## config.mk

```make
export PLATFORM = sky130hd
export DESIGN_NAME = dbg_exc_router
export DESIGN_NICKNAME = d
export VERILOG_FILES = /design/src/rtl/dbg_route_pkg.sv /design/src/rtl/exc_decode.sv /design/src/rtl/dbg_reason_reg.sv /design/src/rtl/dbg_stall_ctl.sv /design/src/rtl/dbg_exc_router.sv
export SDC_FILE = /design/constraint.sdc
export NUM_CORES = 1
export LEC_CHECK = 0
export BUFFER_PORTS_ARGS = -buffer_cell sky130_fd_sc_hd__buf_2
export CAP_MARGIN = 20
export CORE_UTILIZATION = 41
export DETAILED_ROUTE_END_ITERATION = 8
export HOLD_SLACK_MARGIN = 0.1
export PLACE_DENSITY = 0.78
export SLEW_MARGIN = 5
export SYNTH_ARGS = -nofsm -noshare
export SYNTH_HDL_FRONTEND = slang
export SYNTH_HIERARCHICAL = 1
export SYNTH_SLANG_ARGS = --single-unit
export TNS_END_PERCENT = 50
```

## constraint.sdc

```tcl
create_clock -name clk -period 1.8 [get_ports clk]
set_input_delay 0 -clock clk [delete_from_list [all_inputs] [get_ports clk]]
set_output_delay 0 -clock clk [all_outputs]
set_load 0.005 [all_outputs]
```

## src/rtl/dbg_route_pkg.sv

```systemverilog
package dbg_route_pkg;
    localparam int unsigned EXC_KINDS  = 13;
    localparam int unsigned EXC_CODE_W = 4;

    typedef enum logic [EXC_CODE_W-1:0] {
        EK_RESET    = 4'd0,
        EK_BUS_ERR  = 4'd1,
        EK_DPAGE    = 4'd2,
        EK_IPAGE    = 4'd3,
        EK_TICK     = 4'd4,
        EK_ALIGN    = 4'd5,
        EK_ILLEGAL  = 4'd6,
        EK_EXT_INT  = 4'd7,
        EK_DTLB     = 4'd8,
        EK_ITLB     = 4'd9,
        EK_RANGE    = 4'd10,
        EK_SYSCALL  = 4'd11,
        EK_TRAP     = 4'd12
    } exc_kind_e;
endpackage

```

## src/rtl/exc_decode.sv

```systemverilog
module exc_decode #(
    parameter int unsigned NUM_KINDS = dbg_route_pkg::EXC_KINDS,
    parameter int unsigned CODE_W    = dbg_route_pkg::EXC_CODE_W
) (
    input  logic                 exc_valid,
    input  logic [CODE_W-1:0]    exc_code,
    output logic [NUM_KINDS-1:0] kind_hot
);
    // One comparator per supported kind; codes beyond the list match nothing.
    for (genvar k = 0; k < NUM_KINDS; k++) begin : g_kind
        assign kind_hot[k] = exc_valid && (exc_code == CODE_W'(k));
    end

    always_comb begin
        assert ($onehot0(kind_hot));
    end
endmodule

```

## src/rtl/dbg_reason_reg.sv

```systemverilog
module dbg_reason_reg #(
    parameter int unsigned NUM_KINDS = dbg_route_pkg::EXC_KINDS
) (
    input  logic                 clk,
    input  logic                 rst_n,
    input  logic [NUM_KINDS-1:0] set_vec,
    input  logic                 clr_we,
    input  logic [NUM_KINDS-1:0] clr_vec,
    output logic [NUM_KINDS-1:0] reason_q
);
    typedef struct packed {
        logic [NUM_KINDS-1:0] bits;
    } rsn_state_t;

    rsn_state_t st_d, st_q;
    logic [NUM_KINDS-1:0] clr_eff;

    always_comb begin
        st_d    = st_q;
        clr_eff = clr_we ? clr_vec : '0;
        // New events win over a clear of the same bit.
        st_d.bits = (st_q.bits & ~clr_eff) | set_vec;
    end

    always_ff @(posedge clk) begin
        if (!rst_n) begin
            st_q <= '0;
        end else begin
            st_q <= st_d;
        end
    end

    assign reason_q = st_q.bits;

    // Without a clear write no bit may fall.
    p_sticky_r3: assert property (@(posedge clk) disable iff (!rst_n)
        !clr_we |=> ((reason_q & $past(reason_q)) == $past(reason_q)));

    // A cleared bit that was not set in the same cycle must be low afterwards.
    p_w1c_r4: assert property (@(posedge clk) disable iff (!rst_n)
        clr_we |=> ((reason_q & $past(clr_vec) & ~$past(set_vec)) == '0));

    // A set bit must be high afterwards, whatever the clear pattern.
    p_set_wins_r4: assert property (@(posedge clk) disable iff (!rst_n)
        (set_vec != '0) |=> ((reason_q & $past(set_vec)) == $past(set_vec)));
endmodule

```

## src/rtl/dbg_stall_ctl.sv

```systemverilog
module dbg_stall_ctl (
    input  logic clk,
    input  logic rst_n,
    input  logic exc_valid,
    input  logic divert,
    input  logic ext_stall_req,
    input  logic dbg_disable,
    output logic stall_o
);
    typedef struct packed {
        logic req;
    } stall_state_t;

    stall_state_t st_d, st_q;

    always_comb begin
        st_d = st_q;
        if (exc_valid) begin
            st_d.req = divert;
        end
    end

    always_ff @(posedge clk) begin
        if (!rst_n) begin
            st_q <= '0;
        end else begin
            st_q <= st_d;
        end
    end

    assign stall_o = (st_q.req | ext_stall_req) & ~dbg_disable;

    p_divert_stalls_r5: assert property (@(posedge clk) disable iff (!rst_n)
        (divert && !dbg_disable) |=> (stall_o || dbg_disable));

    p_taken_unstalls_r6: assert property (@(posedge clk) disable iff (!rst_n)
        (exc_valid && !divert) |=> (stall_o == (ext_stall_req && !dbg_disable)));

    p_idle_holds_r6: assert property (@(posedge clk) disable iff (!rst_n)
        (!exc_valid && !dbg_disable && !ext_stall_req && !stall_o) |=> (stall_o == (ext_stall_req && !dbg_disable)));
endmodule

```

## src/rtl/dbg_exc_router.sv

```systemverilog
module dbg_exc_router #(
    parameter int unsigned NUM_KINDS = dbg_route_pkg::EXC_KINDS,
    parameter int unsigned CODE_W    = dbg_route_pkg::EXC_CODE_W
) (
    input  logic                 clk,
    input  logic                 rst_n,
    input  logic                 exc_valid,
    input  logic [CODE_W-1:0]    exc_code,
    input  logic [NUM_KINDS-1:0] stop_mask,
    input  logic                 dbg_disable,
    input  logic                 ext_stall_req,
    input  logic                 rsn_clr_we,
    input  logic [NUM_KINDS-1:0] rsn_clr_bits,
    output logic                 divert_o,
    output logic [NUM_KINDS-1:0] reason_o,
    output logic                 stall_o
);
    logic [NUM_KINDS-1:0] kind_hot;
    logic [NUM_KINDS-1:0] steer_hot;

    exc_decode #(.NUM_KINDS(NUM_KINDS), .CODE_W(CODE_W)) u_dec (
        .exc_valid (exc_valid),
        .exc_code  (exc_code),
        .kind_hot  (kind_hot)
    );

    assign steer_hot = kind_hot & stop_mask;
    assign divert_o  = |steer_hot;

    dbg_reason_reg #(.NUM_KINDS(NUM_KINDS)) u_rsn (
        .clk      (clk),
        .rst_n    (rst_n),
        .set_vec  (steer_hot),
        .clr_we   (rsn_clr_we),
        .clr_vec  (rsn_clr_bits),
        .reason_q (reason_o)
    );

    dbg_stall_ctl u_stall (
        .clk           (clk),
        .rst_n         (rst_n),
        .exc_valid     (exc_valid),
        .divert        (divert_o),
        .ext_stall_req (ext_stall_req),
        .dbg_disable   (dbg_disable),
        .stall_o       (stall_o)
    );

    p_unknown_kind_r8: assert property (@(posedge clk) disable iff (!rst_n)
        (exc_valid && (exc_code >= CODE_W'(NUM_KINDS))) |-> !divert_o);

    p_divert_records_r3: assert property (@(posedge clk) disable iff (!rst_n)
        divert_o |=> (((reason_o >> $past(exc_code)) & NUM_KINDS'(1)) != '0));

    p_divert_only_valid_r2: assert property (@(posedge clk) disable iff (!rst_n)
        !exc_valid |-> !divert_o);

    p_disable_forces_r7: assert property (@(posedge clk) disable iff (!rst_n)
        dbg_disable |-> !stall_o);
endmodule

```

==> results.txt, run 1 <==
----------------------------------------------------
[Synth]
  Mean instance size in the synthesized netlist ... around 8.4 um2
  Top cell type's share of synthesized area ... roughly 35%
  Number of warning messages in the yosys log ... 6
  Largest area contributor in the netlist ... sky130_fd_sc_hd__dfxtp_1
  Yosys reg bits ... 14
  Sequential cell area fraction in the yosys report ... ~35%
  Most numerous cell types in the synthesized netlist ... 14 x sky130_fd_sc_hd__dfxtp_1, 13 x sky130_fd_sc_hd__inv_1, 13 x sky130_fd_sc_hd__o21ai_1
  Post-Synthesis Net Count ... between 100 and 150
  Post-synth ARST share ... 0%
  Synth area leaders ... sky130_fd_sc_hd__dfxtp_1 35%, sky130_fd_sc_hd__a31oi_2 15%, sky130_fd_sc_hd__and2_1 9.3%
  Area of the mapped netlist ... 811 um2
  Post-synth EDFFs ... 0
  Prevailing post-synth register cell ... sky130_fd_sc_hd__dfxtp_1
  Number of unique standard cell types used by synthesis ... 23
  Mapped Cells ... 97
  Leading cell type by number of instances after synthesis ... sky130_fd_sc_hd__dfxtp_1

[Min path]
  Worst hold path type ... in -> reg
  Hold-critical path endpoint ... u_rsn/reason_q[2]
  Instance count along the most critical hold path ... 2
  Origin of the worst min-delay path ... rsn_clr_we

[Die]
  Ports ... 51
  Die X ... approximately 46 um
  Initial core utilization ... a little under half
  Die Y-Extent ... 46.5 um
  Die ar. ... 2160 um2
  Number of cell rows ... 15
  Floorplan Core Area ... between 1500 and 2000 um2

[Status]
  Outcome ... finished, final reports clean

[GRT]
  Number of global-route vias before repair ... between 900 and 1000
  Layer with the highest usage after global routing ... met2
  Pin count of the biggest net entering global routing ... 15
  Overall routing resource usage ... 24.7%
  Global-route track usage on met3 ... under 10%
  Number of antenna violations at the first check in global routing ... 0
  Met1 track demand over resource ... roughly 28%
  GR Layer Usage met2 ... 45.8%
  Total congestion overflow after global routing ... 0
  Global-route wire length before repair ... between 3 and 4 mm

[Setup path]
  Worst path required time ... 1.80 ns
  Worst R2R Setup Slack ... 0.60 ns
  Setup crit end kind ... primary output
  Worst setup SP type ... input port
  Critical path cell sequence ... buf_6 -> or3b_4 -> nor2_2 -> a222oi_1 -> or4b_4 -> or4_4 -> buf_6
  Class of the most critical setup path ... in -> out
  Most prevalent standard cell on the critical path ... sky130_fd_sc_hd__buf_6
  Cell with the largest stage delay on the worst path ... sky130_fd_sc_hd__or4b_4
  Maximum fanout count along the critical path ... 4
  Largest stage delay on the critical path ... 0.50 ns
  Buffering stage count on the worst path with inverters included ... 2
  Critical path data arrival time ... 1.79 ns
  Crit Reg-Reg Endpoint ... u_rsn/reason_q[9]
  Top Family by Delay on Critical Path ... simple AND/OR/NAND/NOR gates
  Startpoint of the worst register-to-register path ... u_rsn/reason_q[9]
  Worst r2r path cells ... 3

[Timing]
  Max transition margin ... about 76%
  Setup skew after layout ... 0 ns
  Final period util ... 99.7%
  Highest Clock Rate ... approximately 560 MHz
  Number of failing hold endpoints at the final stage ... 0
  Finish-stage setup viols ... 0
  Shortest clock period the worst path allows after layout ... around 1.8 ns
  Slew at the pin closest to its max-slew limit ... 0.356 ns
  Count of final max-slew check failures ... 0
  Unrepaired setup endpoints after global routing ... true

[Run]
  Number of max-cap violations ... 0

[Clock network]
  Worst-Skew Late Latency ... 0.27 ns
  Depth of the CTS H-tree ... 1
  Clock Tree Root ... sky130_fd_sc_hd__clkbuf_4
  CTS tree ... yes
  TritonCTS Sinks ... 14
  TritonCTS buffer count ... 3
  Number of buffers between clock root and the deepest sink ... 2
  Reg clk slew, reported paths ... about 0.09 ns
  Post-CTS Setup Inserts ... 0

[Cells and area]
  Fin nets ... roughly 220
  Proportion of layout cells with a drive suffix above 1 ... 45.5%
  Fin cells ... 203
  Total area of multi-input combinational cells ... 482 um2
  Layout-stage area growth over the synthesis result ... 73.1%
  Final design utilization ... 78.7%
  Filler instances ... 139
  Number of antenna diodes ... 0
  Area used by sequential logic in the layout ... 280 um2

[Power]
  Total net switching power ... between 150 and 200 uW
  Power density over cell area ... about 500 nW/um2
  Sequential group share of total power ... a little under half
  Share of power burned in combinational logic ... between 20% and 30%
  Max VDD drop ... 0.385 mV
  Net switching share of the total power ... about a quarter
  Clock Power Share ... 32.9%
  Leakage power summed over all cells ... 0.000641 uW
  Internal power of the cells ... 520 uW

[Routing]
  Via count ... 973
  Detail-routed net length per standard cell ... 11.6 um
  First-pass iteration count of the detailed router ... 4
  Drt first-iter violations ... 16
  Final Routed Wirelength ... 2.35 mm
  Via density ... 4.79
  Antenna violation net count after detailed routing ... 0
  Residual DRC count ... 0

[Placement]
  Count of buffers from port buffering ... 50
  Weighted congestion at the end of routability-driven global placement ... 0.797
  Total instance count after detailed placement ... 182
  DP HPWL ... 1.77 mm

----------------------------------------------------
[cell usage in the layout, fill, tap and decap left out, drive strengths merged]
cell,count
a222oi,1
a22o,1
a31oi,13
and2,13
buf,61
clkbuf,4
dfxtp,14
dlygate4sd3,18
inv,13
mux2i,1
nand2,1
nand2b,2
nand3,1
nand3b,2
nor2,11
nor2b,1
nor3,4
o21ai,13
or3b,1
or4,2
or4b,1
[worst reg2reg max path, stage by stage, from the launching register on]
cell                            delay (ns)
sky130_fd_sc_hd__dfxtp_1              0.32
sky130_fd_sc_hd__o21ai_1              0.14
sky130_fd_sc_hd__a31oi_1              0.06
sky130_fd_sc_hd__dlygate4sd3_1        0.58
[through the flow]
step / total power, uW / worst slack [ns] / TNS (ns) / instance area (um2) / hold WS (ns)
CTS: 688 / -0.0371 / -0.0371 / 1400 / 0.136
finish: 682 / 0.00555 / 0 / 1400 / 0.137
floorplan: 360 / 0.0643 / 0 / 811 / 0.0311
global placement: 428 / -0.0965 / -0.151 / 1160 / 0.194
global route: 719 / -0.0678 / -0.0715 / 1400 / 0.147
detailed placement: 431 / -0.194 / -0.317 / 1160 / 0.202
[power by group through the flow]
stage / clock [uW] / combinational [uW] / sequential (uW)
6_report: 224 / 143 / 315
2_1_floorplan: 0 / 37.9 / 322
3_5_place_dp: 0 / 109 / 322
5_1_grt: 248 / 155 / 315
3_3_place_gp: 0 / 106 / 322
4_1_cts: 231 / 142 / 315
[how the worst max path moves through the flow]
stage | start | end | slack (ns) | depth (start not counted)
2_1_floorplan | exc_valid | u_stall/st_q | 0.06 | 7
3_3_place_gp | exc_valid | u_stall/st_q | -0.1 | 8
3_5_place_dp | exc_valid | u_stall/st_q | -0.19 | 8
4_1_cts | exc_valid | divert_o | -0.04 | 7
5_1_grt | exc_valid | divert_o | -0.07 | 7
6_report | exc_valid | divert_o | 0.006 | 7
[metal layers]
metal  routed length [um]  up-vias
li1                     -      501
met1                 1050      430
met2                 1130       40
met3                  156        2
met4                   18        0
met5                    0        -
[final cells by class]
type / instances / share of cell area, %
inverter: 13 / 3.48
clock buffer: 4 / 2.58
tap: 25 / 2.23
multi-input combinational: 68 / 34.3
sequential: 14 / 20.0
timing repair buffer: 79 / 37.4
[logic make-up after synthesis]
logic type / after synthesis / synth area share [%]
and+or+nand+nor: 39 / 27.8
AOI/OAI and AO/OA: 28 / 28.1
buffers and inverters: 15 / 8.33
DFF: 14 / 34.6
muxes: 1 / 1.23
[flip-flops by register name (all words and copies together) (netlist names)]
name and cells:
u_stall/st_q 1, u_rsn/reason_q 13
[what timing repair did]
action	4_1_cts	5_1_grt
hold buffers	18	0
hold endpoints to repair	14	0
pin swaps	3	2
resized for setup	7	0
setup endpoints to repair	1	2
Note: power is estimated with default switching activity, not from simulation.
==> run 2: changes to the inputs <==
--- a/config.mk
+++ b/config.mk
@@ -11,6 +11,7 @@
 export DETAILED_ROUTE_END_ITERATION = 8
 export HOLD_SLACK_MARGIN = 0.1
 export PLACE_DENSITY = 0.78
+export SETUP_SLACK_MARGIN = 0.2
 export SLEW_MARGIN = 5
 export SYNTH_ARGS = -nofsm -noshare
 export SYNTH_HDL_FRONTEND = slang
==> results.txt, run 2 (synthesized netlist as in run 1, its figures left out) <==
----------------------------------------------------
[Status]
  Outcome ... finished, final reports clean

[Clock network]
  Number of buffers between clock root and the deepest sink ... 2 (unchanged)
  Worst-Skew Late Latency ... 0.27 ns (about the same)
  CTS tree ... yes
  Post-CTS Setup Inserts ... 0 (unchanged)
  Reg clk slew, reported paths ... 0.08 ns (about the same)
  TritonCTS buffer count ... 3 (unchanged)
  Depth of the CTS H-tree ... 1 (unchanged)
  TritonCTS Sinks ... 14 (unchanged)
  Clock Tree Root ... sky130_fd_sc_hd__clkbuf_4

[Die]
  Floorplan Core Area ... 1780 um2 (unchanged)
  Die X ... 46.5 um (unchanged)
  Number of cell rows ... 15 (unchanged)
  Die Y-Extent ... 46.5 um (unchanged)
  Ports ... 51 (unchanged)
  Initial core utilization ... 45.5% (unchanged)
  Die ar. ... 2160 um2 (unchanged)

[Timing]
  Number of failing hold endpoints at the final stage ... 0 (unchanged)
  Unrepaired setup endpoints after global routing ... true
  Final period util ... 99.0% (-0.67 points)
  Count of final max-slew check failures ... 0 (unchanged)
  Shortest clock period the worst path allows after layout ... 1.78 ns (-0.0121 ns)
  Max transition margin ... 76.7% (+0.46 points)
  Slew at the pin closest to its max-slew limit ... 0.349 ns (-0.00690 ns)
  Highest Clock Rate ... 561 MHz (+0.68%)
  Finish-stage setup viols ... 0 (unchanged)
  Setup skew after layout ... 0 ns (unchanged)

[Min path]
  Origin of the worst min-delay path ... exc_valid
  Instance count along the most critical hold path ... 4 (+2)
  Hold-critical path endpoint ... u_stall/st_q
  Worst hold path type ... in -> reg

[Routing]
  Final Routed Wirelength ... 2.52 mm (+7.2%)
  First-pass iteration count of the detailed router ... 4 (unchanged)
  Via count ... 979 (+0.62%)
  Antenna violation net count after detailed routing ... 0 (unchanged)
  Via density ... 4.92 (+2.6%)
  Residual DRC count ... 0 (unchanged)
  Detail-routed net length per standard cell ... 12.7 um (+9.4%)
  Drt first-iter violations ... 10 (-6)

[Power]
  Power density over cell area ... 466 nW/um2 (-4.1%)
  Internal power of the cells ... 471 uW (-9.4%)
  Sequential group share of total power ... 50.2% (+4.0 points)
  Share of power burned in combinational logic ... 22.1% (+1.1 points)
  Max VDD drop ... 0.342 mV (-11%)
  Leakage power summed over all cells ... 0.000611 uW (-4.7%)
  Power, Total ... 628 uW (-8.0%)
  Clock Power Share ... 27.7% (-5.2 points)
  Net switching share of the total power ... 24.9% (+1.2 points)
  Total net switching power ... 156 uW (-3.3%)

[Cells and area]
  Fin cells ... 199 (-2.0%)
  Layout Cell Area excl Fill ... 1350 um2 (-4.0%)
  Fin nets ... 212 (-1.4%)
  Proportion of layout cells with a drive suffix above 1 ... 46.0% (+0.47 points)
  Most common library cell in the layout ignoring fill and taps ... sky130_fd_sc_hd__buf_2
  Number of antenna diodes ... 0 (unchanged)
  Max FFs per register ... 13 (unchanged)
  Layout-stage area growth over the synthesis result ... 66.2%
  Leading cell types in the layout, fill and taps excluded ... 49 x sky130_fd_sc_hd__buf_2, 15 x sky130_fd_sc_hd__dlygate4sd3_1, 14 x sky130_fd_sc_hd__dfxtp_1

[Run]
  Number of max-cap violations ... 0 (unchanged)

[Setup path]
  Worst setup SP type ... input port
  Crit Reg-Reg Endpoint ... u_rsn/reason_q[12]
  Worst R2R Setup Slack ... 0.63 ns (+0.03 ns)
  Setup crit end kind ... primary output
  Worst path required time ... 1.80 ns (about the same)
  Critical path data arrival time ... 1.78 ns (about the same)
  Startpoint of the worst register-to-register path ... u_rsn/reason_q[12]
  Maximum fanout count along the critical path ... 4 (unchanged)
  Worst r2r path cells ... 3 (unchanged)
  Class of the most critical setup path ... in -> out

[GRT]
  Number of global-route vias before repair ... 960 (-1.1%)
  Global-route wire length before repair ... 3.97 mm (+5.7%)
  Overall routing resource usage ... 26.4% (+1.7 points)
  Pin count of the biggest net entering global routing ... 15 (unchanged)
  Number of antenna violations at the first check in global routing ... 0 (unchanged)
  Total congestion overflow after global routing ... 0 (unchanged)

[Placement]
  Placed instance area ... 1160 um2 (-0.32%)
  Total instance count after detailed placement ... 181 (-0.55%)
  Count of buffers from port buffering ... 50 (unchanged)
  DP HPWL ... 1.85 mm (+4.5%)
  Weighted congestion at the end of routability-driven global placement ... 0.838 (+5.2%)

----------------------------------------------------
run 2: cell types whose count changed in the layout (fill, tap and decap cells not counted):
| cell | delta |
|---|---|
| sky130_fd_sc_hd__dlygate4sd3_1 | -3 |
| sky130_fd_sc_hd__nor3_2 | +1 |
| sky130_fd_sc_hd__buf_2 | +1 |
| sky130_fd_sc_hd__nor3_4 | -1 |
| sky130_fd_sc_hd__buf_6 | -1 |
| sky130_fd_sc_hd__clkbuf_8 | -1 |
run 2: final cells by class:
cell class                 instances  area, um2
inverter                          13       48.8
multi-input combinational         68        475
tap                               25       31.3
clock buffer                       3       22.5
sequential                        14        280
fill                             145        435
timing repair buffer              76        489
run 2: worst max-delay path by stage:
stage / startpoint / end / depth (start not counted)
after floorplan: exc_valid / u_stall/st_q / 7
after global placement: exc_valid / u_stall/st_q / 8
after detailed placement: exc_valid / u_stall/st_q / 8
after CTS: exc_valid / divert_o / 7
after global routing: exc_valid / divert_o / 7
final: exc_valid / divert_o / 7
run 2: critical path, stage by stage:
cell and delay, ns:
sky130_fd_sc_hd__buf_2 0.11, sky130_fd_sc_hd__or3b_4 0.25, sky130_fd_sc_hd__nor2_2 0.05, sky130_fd_sc_hd__a222oi_1 0.30, sky130_fd_sc_hd__or4b_4 0.50, sky130_fd_sc_hd__or4_4 0.43, sky130_fd_sc_hd__buf_6 0.13
run 2: what timing repair did:
action,CTS,global route
hold buffers,14,1
gates resized for setup,3,1
endpoints found under the setup margin,2,2
pin swaps,1,0
endpoints found under the hold margin,13,1
cloned,0,0
run 2: routing by layer:
layer / wire length, um / part of all wire [%] / track usage [%]
met1: 1040 / 41 / 28.5
met2: 1310 / 52 / 48.9
met3: 144 / 5.7 / 5.10
met4: 33 / 1.3 / 10.6
met5: 0 / 0 / 0
run 2: metrics by stage:
step / hold slack, ns / worst slack [ns] / setup TNS, ns / util (%)
5_1_grt: 0.119 / -0.0613 / -0.0613 / 75.6
3_3_place_gp: 0.194 / -0.0944 / -0.0944 / 65.1
4_1_cts: 0.106 / 0.0102 / 0 / 74.9
3_5_place_dp: 0.206 / -0.179 / -0.184 / 65.1
6_report: 0.131 / 0.0177 / 0 / 75.6
2_1_floorplan: 0.0311 / 0.0744 / 0 / -
run 2: power groups by stage:
stage	clock network (uW)	registers [uW]	logic, uW
3_3_place_gp	0	322	105
4_1_cts	176	315	136
6_report	174	315	138
2_1_floorplan	0	322	39.9
3_5_place_dp	0	322	108
5_1_grt	195	316	150
